## src/rtl/nyb_dp_pkg.sv

```systemverilog
package nyb_dp_pkg;
   typedef enum logic [1:0] {
      OP_ADD = 2'b00,
      OP_SUB = 2'b01,
      OP_AND = 2'b10,
      OP_XOR = 2'b11
   } alu_op_e;
endpackage

```

## src/rtl/nyb_regram.sv

```systemverilog
module nyb_regram #(
   parameter int NYB_W    = 4,
   parameter int NUM_NYB  = 4,
   parameter int NUM_REGS = 4
) (
   input  logic                        clk,
   input  logic                        we,
   input  logic [$clog2(NUM_REGS)-1:0] wr_reg,
   input  logic [$clog2(NUM_NYB)-1:0]  nyb_idx,
   input  logic [NYB_W-1:0]            wr_data,
   input  logic [$clog2(NUM_REGS)-1:0] rd_a_reg,
   input  logic [$clog2(NUM_REGS)-1:0] rd_b_reg,
   output logic [NYB_W-1:0]            rd_a,
   output logic [NYB_W-1:0]            rd_b
);
   localparam int SEL_W = $clog2(NUM_REGS);
   localparam int CNT_W = $clog2(NUM_NYB);
   localparam int DEPTH = NUM_REGS * NUM_NYB;

   logic [NYB_W-1:0] mem [DEPTH];

   // register 0 is never stored: writes to it are dropped, reads return zero
   always_ff @(posedge clk) begin
      if (we && (wr_reg != '0))
         mem[{wr_reg, nyb_idx}] <= wr_data;
   end

   assign rd_a = (rd_a_reg == '0) ? '0 : mem[{rd_a_reg, nyb_idx}];
   assign rd_b = (rd_b_reg == '0) ? '0 : mem[{rd_b_reg, nyb_idx}];

   if (SEL_W + CNT_W != $clog2(DEPTH)) begin : g_bad_depth
      $error("nyb_regram: depth is not a power of two");
   end
endmodule

```

## src/rtl/nyb_alu.sv

```systemverilog
module nyb_alu
   import nyb_dp_pkg::*;
#(
   parameter int NYB_W = 4
) (
   input  alu_op_e          op,
   input  logic [NYB_W-1:0] a,
   input  logic [NYB_W-1:0] b,
   input  logic             cin,
   output logic [NYB_W-1:0] res,
   output logic             cout
);
   logic [NYB_W:0] sum;
   logic [NYB_W-1:0] b_eff;

   always_comb begin
      b_eff = (op == OP_SUB) ? ~b : b;
      sum   = {1'b0, a} + {1'b0, b_eff} + {{NYB_W{1'b0}}, cin};
      case (op)
         OP_ADD, OP_SUB: begin res = sum[NYB_W-1:0]; cout = sum[NYB_W]; end
         OP_AND:         begin res = a & b;          cout = 1'b0;       end
         default:        begin res = a ^ b;          cout = 1'b0;       end
      endcase
   end
endmodule

```

## src/rtl/nyb_seq.sv

```systemverilog
module nyb_seq #(
   parameter int NUM_NYB = 4
) (
   input  logic                       clk,
   input  logic                       rst_n,
   input  logic                       start,
   output logic                       accept,
   output logic                       busy,
   output logic                       first,
   output logic                       last,
   output logic [$clog2(NUM_NYB)-1:0] cnt
);
   localparam int CNT_W = $clog2(NUM_NYB);
   localparam logic [CNT_W-1:0] CNT_LAST = CNT_W'(NUM_NYB - 1);

   assign first  = busy && (cnt == '0);
   assign last   = busy && (cnt == CNT_LAST);
   assign accept = start && (!busy || last);

   always_ff @(posedge clk or negedge rst_n) begin
      if (!rst_n) begin
         busy <= 1'b0;
         cnt  <= '0;
      end else if (accept) begin
         busy <= 1'b1;
         cnt  <= '0;
      end else if (last) begin
         busy <= 1'b0;
         cnt  <= '0;
      end else if (busy) begin
         cnt  <= cnt + 1'b1;
      end
   end

   AST_CNT_STEP: assert property (@(posedge clk) disable iff (!rst_n)
      (busy && $past(busy) && !$past(last)) |-> (cnt == CNT_W'($past(cnt) + 1'b1)));
   AST_START_IGNORED: assert property (@(posedge clk) disable iff (!rst_n)
      ($past(busy) && !$past(last) && $past(start)) |-> (cnt != '0));
endmodule

```

## src/rtl/nyb_dp.sv

```systemverilog
module nyb_dp
   import nyb_dp_pkg::*;
#(
   parameter int NYB_W    = 4,
   parameter int NUM_NYB  = 4,
   parameter int NUM_REGS = 4
) (
   input  logic                          clk,
   input  logic                          rst_n,
   input  logic                          start,
   input  logic [1:0]                    op,
   input  logic [$clog2(NUM_REGS)-1:0]   dst_sel,
   input  logic [$clog2(NUM_REGS)-1:0]   a_sel,
   input  logic [$clog2(NUM_REGS)-1:0]   b_sel,
   input  logic                          use_imm,
   input  logic [NYB_W*NUM_NYB-1:0]      imm_val,
   input  logic                          carry_in,
   output logic                          busy,
   output logic                          done,
   output logic                          carry_flag,
   output logic [NYB_W*NUM_NYB-1:0]      addr_out
);
   localparam int WORD_W = NYB_W * NUM_NYB;
   localparam int SEL_W  = $clog2(NUM_REGS);
   localparam int CNT_W  = $clog2(NUM_NYB);

   if (NYB_W < 1 || NUM_NYB < 2 || NUM_REGS < 2) begin : g_bad_params
      $error("nyb_dp: NYB_W must be >= 1, NUM_NYB and NUM_REGS >= 2");
   end

   logic             accept, first, last;
   logic [CNT_W-1:0] cnt;

   alu_op_e          op_q;
   logic [SEL_W-1:0] dst_q, a_q, b_q;
   logic             imm_q, cin_q;
   logic [WORD_W-1:0] imm_sh;
   logic             carry_q, flag_q;

   logic [NYB_W-1:0] rd_a, rd_b, b_nyb, res;
   logic             cin_eff, cout;

   nyb_seq #(.NUM_NYB(NUM_NYB)) u_seq (
      .clk(clk), .rst_n(rst_n), .start(start), .accept(accept),
      .busy(busy), .first(first), .last(last), .cnt(cnt)
   );

   // operation fields are captured once, the sources may change afterwards
   always_ff @(posedge clk or negedge rst_n) begin
      if (!rst_n) begin
         op_q  <= OP_ADD;
         dst_q <= '0;
         a_q   <= '0;
         b_q   <= '0;
         imm_q <= 1'b0;
         cin_q <= 1'b0;
      end else if (accept) begin
         op_q  <= alu_op_e'(op);
         dst_q <= dst_sel;
         a_q   <= a_sel;
         b_q   <= b_sel;
         imm_q <= use_imm;
         cin_q <= carry_in;
      end
   end

   // immediate is consumed low nybble first by shifting it right
   always_ff @(posedge clk or negedge rst_n) begin
      if (!rst_n)      imm_sh <= '0;
      else if (accept) imm_sh <= imm_val;
      else if (busy)   imm_sh <= imm_sh >> NYB_W;
   end

   nyb_regram #(.NYB_W(NYB_W), .NUM_NYB(NUM_NYB), .NUM_REGS(NUM_REGS)) u_ram (
      .clk(clk), .we(busy), .wr_reg(dst_q), .nyb_idx(cnt), .wr_data(res),
      .rd_a_reg(a_q), .rd_b_reg(b_q), .rd_a(rd_a), .rd_b(rd_b)
   );

   assign b_nyb   = imm_q ? imm_sh[NYB_W-1:0] : rd_b;
   assign cin_eff = first ? ((op_q == OP_SUB) ? 1'b1 : cin_q) : carry_q;

   nyb_alu #(.NYB_W(NYB_W)) u_alu (
      .op(op_q), .a(rd_a), .b(b_nyb), .cin(cin_eff), .res(res), .cout(cout)
   );

   always_ff @(posedge clk or negedge rst_n) begin
      if (!rst_n) begin
         carry_q <= 1'b0;
         flag_q  <= 1'b0;
      end else if (busy) begin
         carry_q <= cout;
         if (last) flag_q <= cout;
      end
   end

   // address register: a chain of nybble slots, result enters at the top
   logic [NYB_W-1:0] addr_nyb [NUM_NYB];
   for (genvar i = 0; i < NUM_NYB; i++) begin : g_addr
      always_ff @(posedge clk or negedge rst_n) begin
         if (!rst_n)    addr_nyb[i] <= '0;
         else if (busy) begin
            if (i == NUM_NYB - 1) addr_nyb[i] <= res;
            else                  addr_nyb[i] <= addr_nyb[(i + 1) % NUM_NYB];
         end
      end
      assign addr_out[i*NYB_W +: NYB_W] = addr_nyb[i];
   end

   assign done       = last;
   assign carry_flag = flag_q;

   AST_R0_READS_ZERO: assert property (@(posedge clk) disable iff (!rst_n)
      (busy && a_q == '0) |-> (rd_a == '0));
   AST_IDLE_HOLD: assert property (@(posedge clk) disable iff (!rst_n)
      (!busy && !$past(busy)) |-> ($stable(addr_out) && $stable(carry_flag)));
   AST_LOGIC_FLAG_CLEAR: assert property (@(posedge clk) disable iff (!rst_n)
      ($past(done) && ($past(op_q) == OP_AND || $past(op_q) == OP_XOR)) |-> !carry_flag);
   AST_DONE_ENDS_BUSY: assert property (@(posedge clk) disable iff (!rst_n)
      ($past(done) && !$past(start)) |-> !busy);
endmodule

```

## config.mk

```make
export PLATFORM = sky130hd
export DESIGN_NAME = nyb_dp
export DESIGN_NICKNAME = d
export VERILOG_FILES = /design/src/rtl/nyb_dp_pkg.sv /design/src/rtl/nyb_regram.sv /design/src/rtl/nyb_alu.sv /design/src/rtl/nyb_seq.sv /design/src/rtl/nyb_dp.sv
export SDC_FILE = /design/constraint.sdc
export NUM_CORES = 1
export LEC_CHECK = 0
export ABC_AREA = 1
export BUFFER_PORTS_ARGS = -buffer_cell sky130_fd_sc_hd__buf_4
export CAP_MARGIN = 25
export CORE_MARGIN = 3
export CORE_UTILIZATION = 55
export CTS_CLUSTER_SIZE = 40
export DETAILED_ROUTE_END_ITERATION = 6
export PLACE_DENSITY = 0.87
export SLEW_MARGIN = 20
export SYNTH_ARGS = -nofsm -noshare
export SYNTH_HDL_FRONTEND = slang
export SYNTH_SLANG_ARGS = --single-unit
```

## constraint.sdc

```tcl
create_clock -name clk -period 3.4 [get_ports clk]
set_input_delay 0.34 -clock clk [delete_from_list [all_inputs] [get_ports clk]]
set_output_delay 0.34 -clock clk [all_outputs]
set_load 0.02 [all_outputs]
```

==> flow_summary.ini <==
[synth]
synth-edff-count = 48
ys_top_cells_by_area = edfxtp_1 32%, dfrtp_1 26%, nand2_1 12%, o21ai_0 6.2%, nand3_1 5.1%
synthDistinctLibCells = 28
synth-main-ff-cell = edfxtp_1
yosys.area.top_type_share_pct = 32.0
ys_async_sr_fraction_pct = 49.5
synthesis.nets = 520
synth-seq-area-share_pct = 58.0
synth_seq_cells = 95
synth_cells = 478
synth_top_area_cell = edfxtp_1
synth_common_cells = 148 x nand2_1, 56 x o21ai_0, 48 x edfxtp_1
yosysMostFrequentCell = nand2_1
syn_area_um2 = 4510
yosys_warnings = 0
avgSynthCellArea_um2 = 9.43

[global_routing]
grt_overflow_total = 0
grt_pass1_wl_mm = 16.5
grt_antenna_before_repair = 0
grt_max_degree = 48
grt_usage_pct = 23.4
grt_pass1_vias = 3379

[placement]
numPortBuffers = 47
dp.final_hpwl_mm = 7.32
placed_cell_area_um2 = 4900
gp_congestion = 0.937

[critical_path]
crit_arrival_ns = 3.05
critPathRequiredTime_ns = 3.37
cp_max_fo = 13
worstSetupStartpointType = flip-flop
cp-end-kind = flip-flop
path_class = flip-flop to flip-flop

[timing]
skew_ns = 0.0214
setup_tns_ns = 0
hold_ws_ns = 0.185
tightestPinTransition_ns = 0.674
min_period_ns = 3.08
setup_viol = 0
slew_viol_final = 0
rsz0062_at_grt = no
max_freq_mhz = 324
finalHoldViolCount = 0
finalCritPeriodShare_pct = 90.7
maxSlewHeadroom_pct = 55.0

[final_layout]
syn_to_final_growth_pct = 13.3
antennaDiodeCount = 0
fin_util_pct = 65.1
fillers = 608
final_layout_size_suffix_gt1_share_pct = 18.1
design_area_um2 = 5110
nets = 567

[routing]
vias = 3535
wl_per_cell_um = 16.3
drt-pass1-iter-count = 5
drcViolationCount = 0
drt_wl_total_mm = 10.3
vias_per_cell = 5.59
drtAntennaViolNets = 0
drt_iter0_markers = 287

[clock_network]
root_buffer = clkbuf_8
clk_pin_slew_ns = 0.11
clk_latency_ns = 0.36
cts_tree = yes
cts_buffers = 9
cts_sinks = 95
cts_setup_buffers = 0
cts_buffer_depth = 2
cts_max_level = 3

[floorplan]
io_pins = 48
die-height_um = 96.5
die_area_um2 = 9320
initial_core_util_pct = 57.5
core_region_area_um2 = 7850
die_w_um = 96.5
core.rowCount = 32

[power_and_ir_drop]
clkPwrFrac_pct = 11.9
p_sw_mw = 2.71
p_comb_share_pct = 49.6
swShare_pct = 45.2
irDropWorstVdd_mv = 0.637
pwr-share-seq_pct = 38.5
p_leak_nw = 2.29
power_density_nw_per_um2 = 1170
finalPower_mw = 5.99
p_int_mw = 3.28

[job]
cap_violations = 0

[hold_path]
hp-class = input port to flip-flop

[run_status]
outcome = finished, final reports clean
-- sequential cells by signal (all words and copies together) (netlist names) --
signal and count:
op_q 2, cin_q 1, imm_q 1, u_seq.busy 1, u_ram.mem 48, addr_out 16, u_seq.cnt 2, carry_q 1
imm_sh 16, a_q 2, b_q 2, carry_flag 1, dst_q 2
-- through the flow --
step / std cells / setup slack [ns]
floorplan: 478 / 0.698
finish: 632 / 0.318
CTS: 632 / 0.242
global route: 632 / 0.0221
global placement: 615 / 0.402
detailed placement: 615 / 0.253
-- what timing repair did --
action,4_1_cts,5_1_grt
hold endpoints to repair,33,0
hold buffers,1,0
endpoints found under the setup margin,0,13
resized for setup,0,1
-- final timing paths --
path                       cells after the start  slack, ns          from               end
max in group asynchronous                      2       2.45         rst_n       addr_out[9]
min in group asynchronous                      2       0.53         rst_n        imm_sh[10]
max reg2reg                                   15       0.32  u_seq.cnt[0]  u_ram.mem[15][3]
min                                            3       0.18   imm_val[12]        imm_sh[12]
min reg2reg                                    2       0.50     imm_sh[5]         imm_sh[5]
max                                           15       0.32  u_seq.cnt[0]  u_ram.mem[15][3]
-- critical path: stages (launching register included) --
cell and delay [ns]:
dfrtp_1 0.57, buf_4 0.23, nand2_1 0.07, nand3_2 0.09, nand2_2 0.07, nand2_1 0.06, nand3_1 0.06, o21ai_0 0.13
inv_1 0.11, fa_1 0.42, inv_1 0.09, nand2_1 0.05, a21boi_0 0.23, o21ai_0 0.11, nand3_1 0.08, nand2_1 0.32
-- logic make-up (layout without fill, tap and decap cells) --
group / count (synthesis) / after routing / synth area share [%]
xor+xnor: 1 / 1 / 0.194
fa+ha+maj: 13 / 13 / 3.94
flops: 95 / 95 / 58.0
simple gates: 243 / 243 / 23.1
buf+inv: 56 / 108 / 6.44
compound gates: 70 / 70 / 8.24
-- per-layer routing --
metal | vias up | part of all wire [%] | global-route usage, %
met5 | - | 0 | 0
met3 | 16 | 8.4 | 4.11
met4 | 0 | 1.7 | 7.83
met1 | 1689 | 41 | 32.6
met2 | 159 | 49 | 37.5
li1 | 1671 | - | -
-- layout make-up --
| cell class | instances | area [µm²] | share of cell area, % |
|---|---|---|---|
| Tap cell | 102 | 128 | 2.50 |
| Multi-Input combinational cell | 327 | 1610 | 31.5 |
| Sequential cell | 95 | 2620 | 51.2 |
| Timing Repair Buffer | 56 | 423 | 8.28 |
| Clock inverter | 6 | 57.6 | 1.13 |
| Clock buffer | 10 | 131 | 2.57 |
| Inverter | 36 | 143 | 2.79 |
-- cell usage in the layout (no fill, tap or decap), types with 3 or more instances in the layout --
cell	synthesis	layout
nand2_1	148	148
o21ai_0	56	56
buf_4	0	55
edfxtp_1	48	48
dfrtp_1	47	47
nand3_1	46	45
inv_1	34	34
nor2_1	30	29
ha_1	11	11
nand2_2	10	10
clkbuf_8	1	9
nand3_2	7	8
a21oi_1	6	6
inv_8	1	3
-- power groups by stage --
stage          Clock (mW)  Combinational, mW  Sequential (mW)
3_5_place_dp            0               2.91             2.32
5_1_grt             0.771               3.34             2.35
6_report            0.715               2.97             2.30
3_3_place_gp            0               2.77             2.31
2_1_floorplan           0               1.93             2.35
4_1_cts             0.729               2.93             2.30
Note: power is estimated with default switching activity, not from simulation.
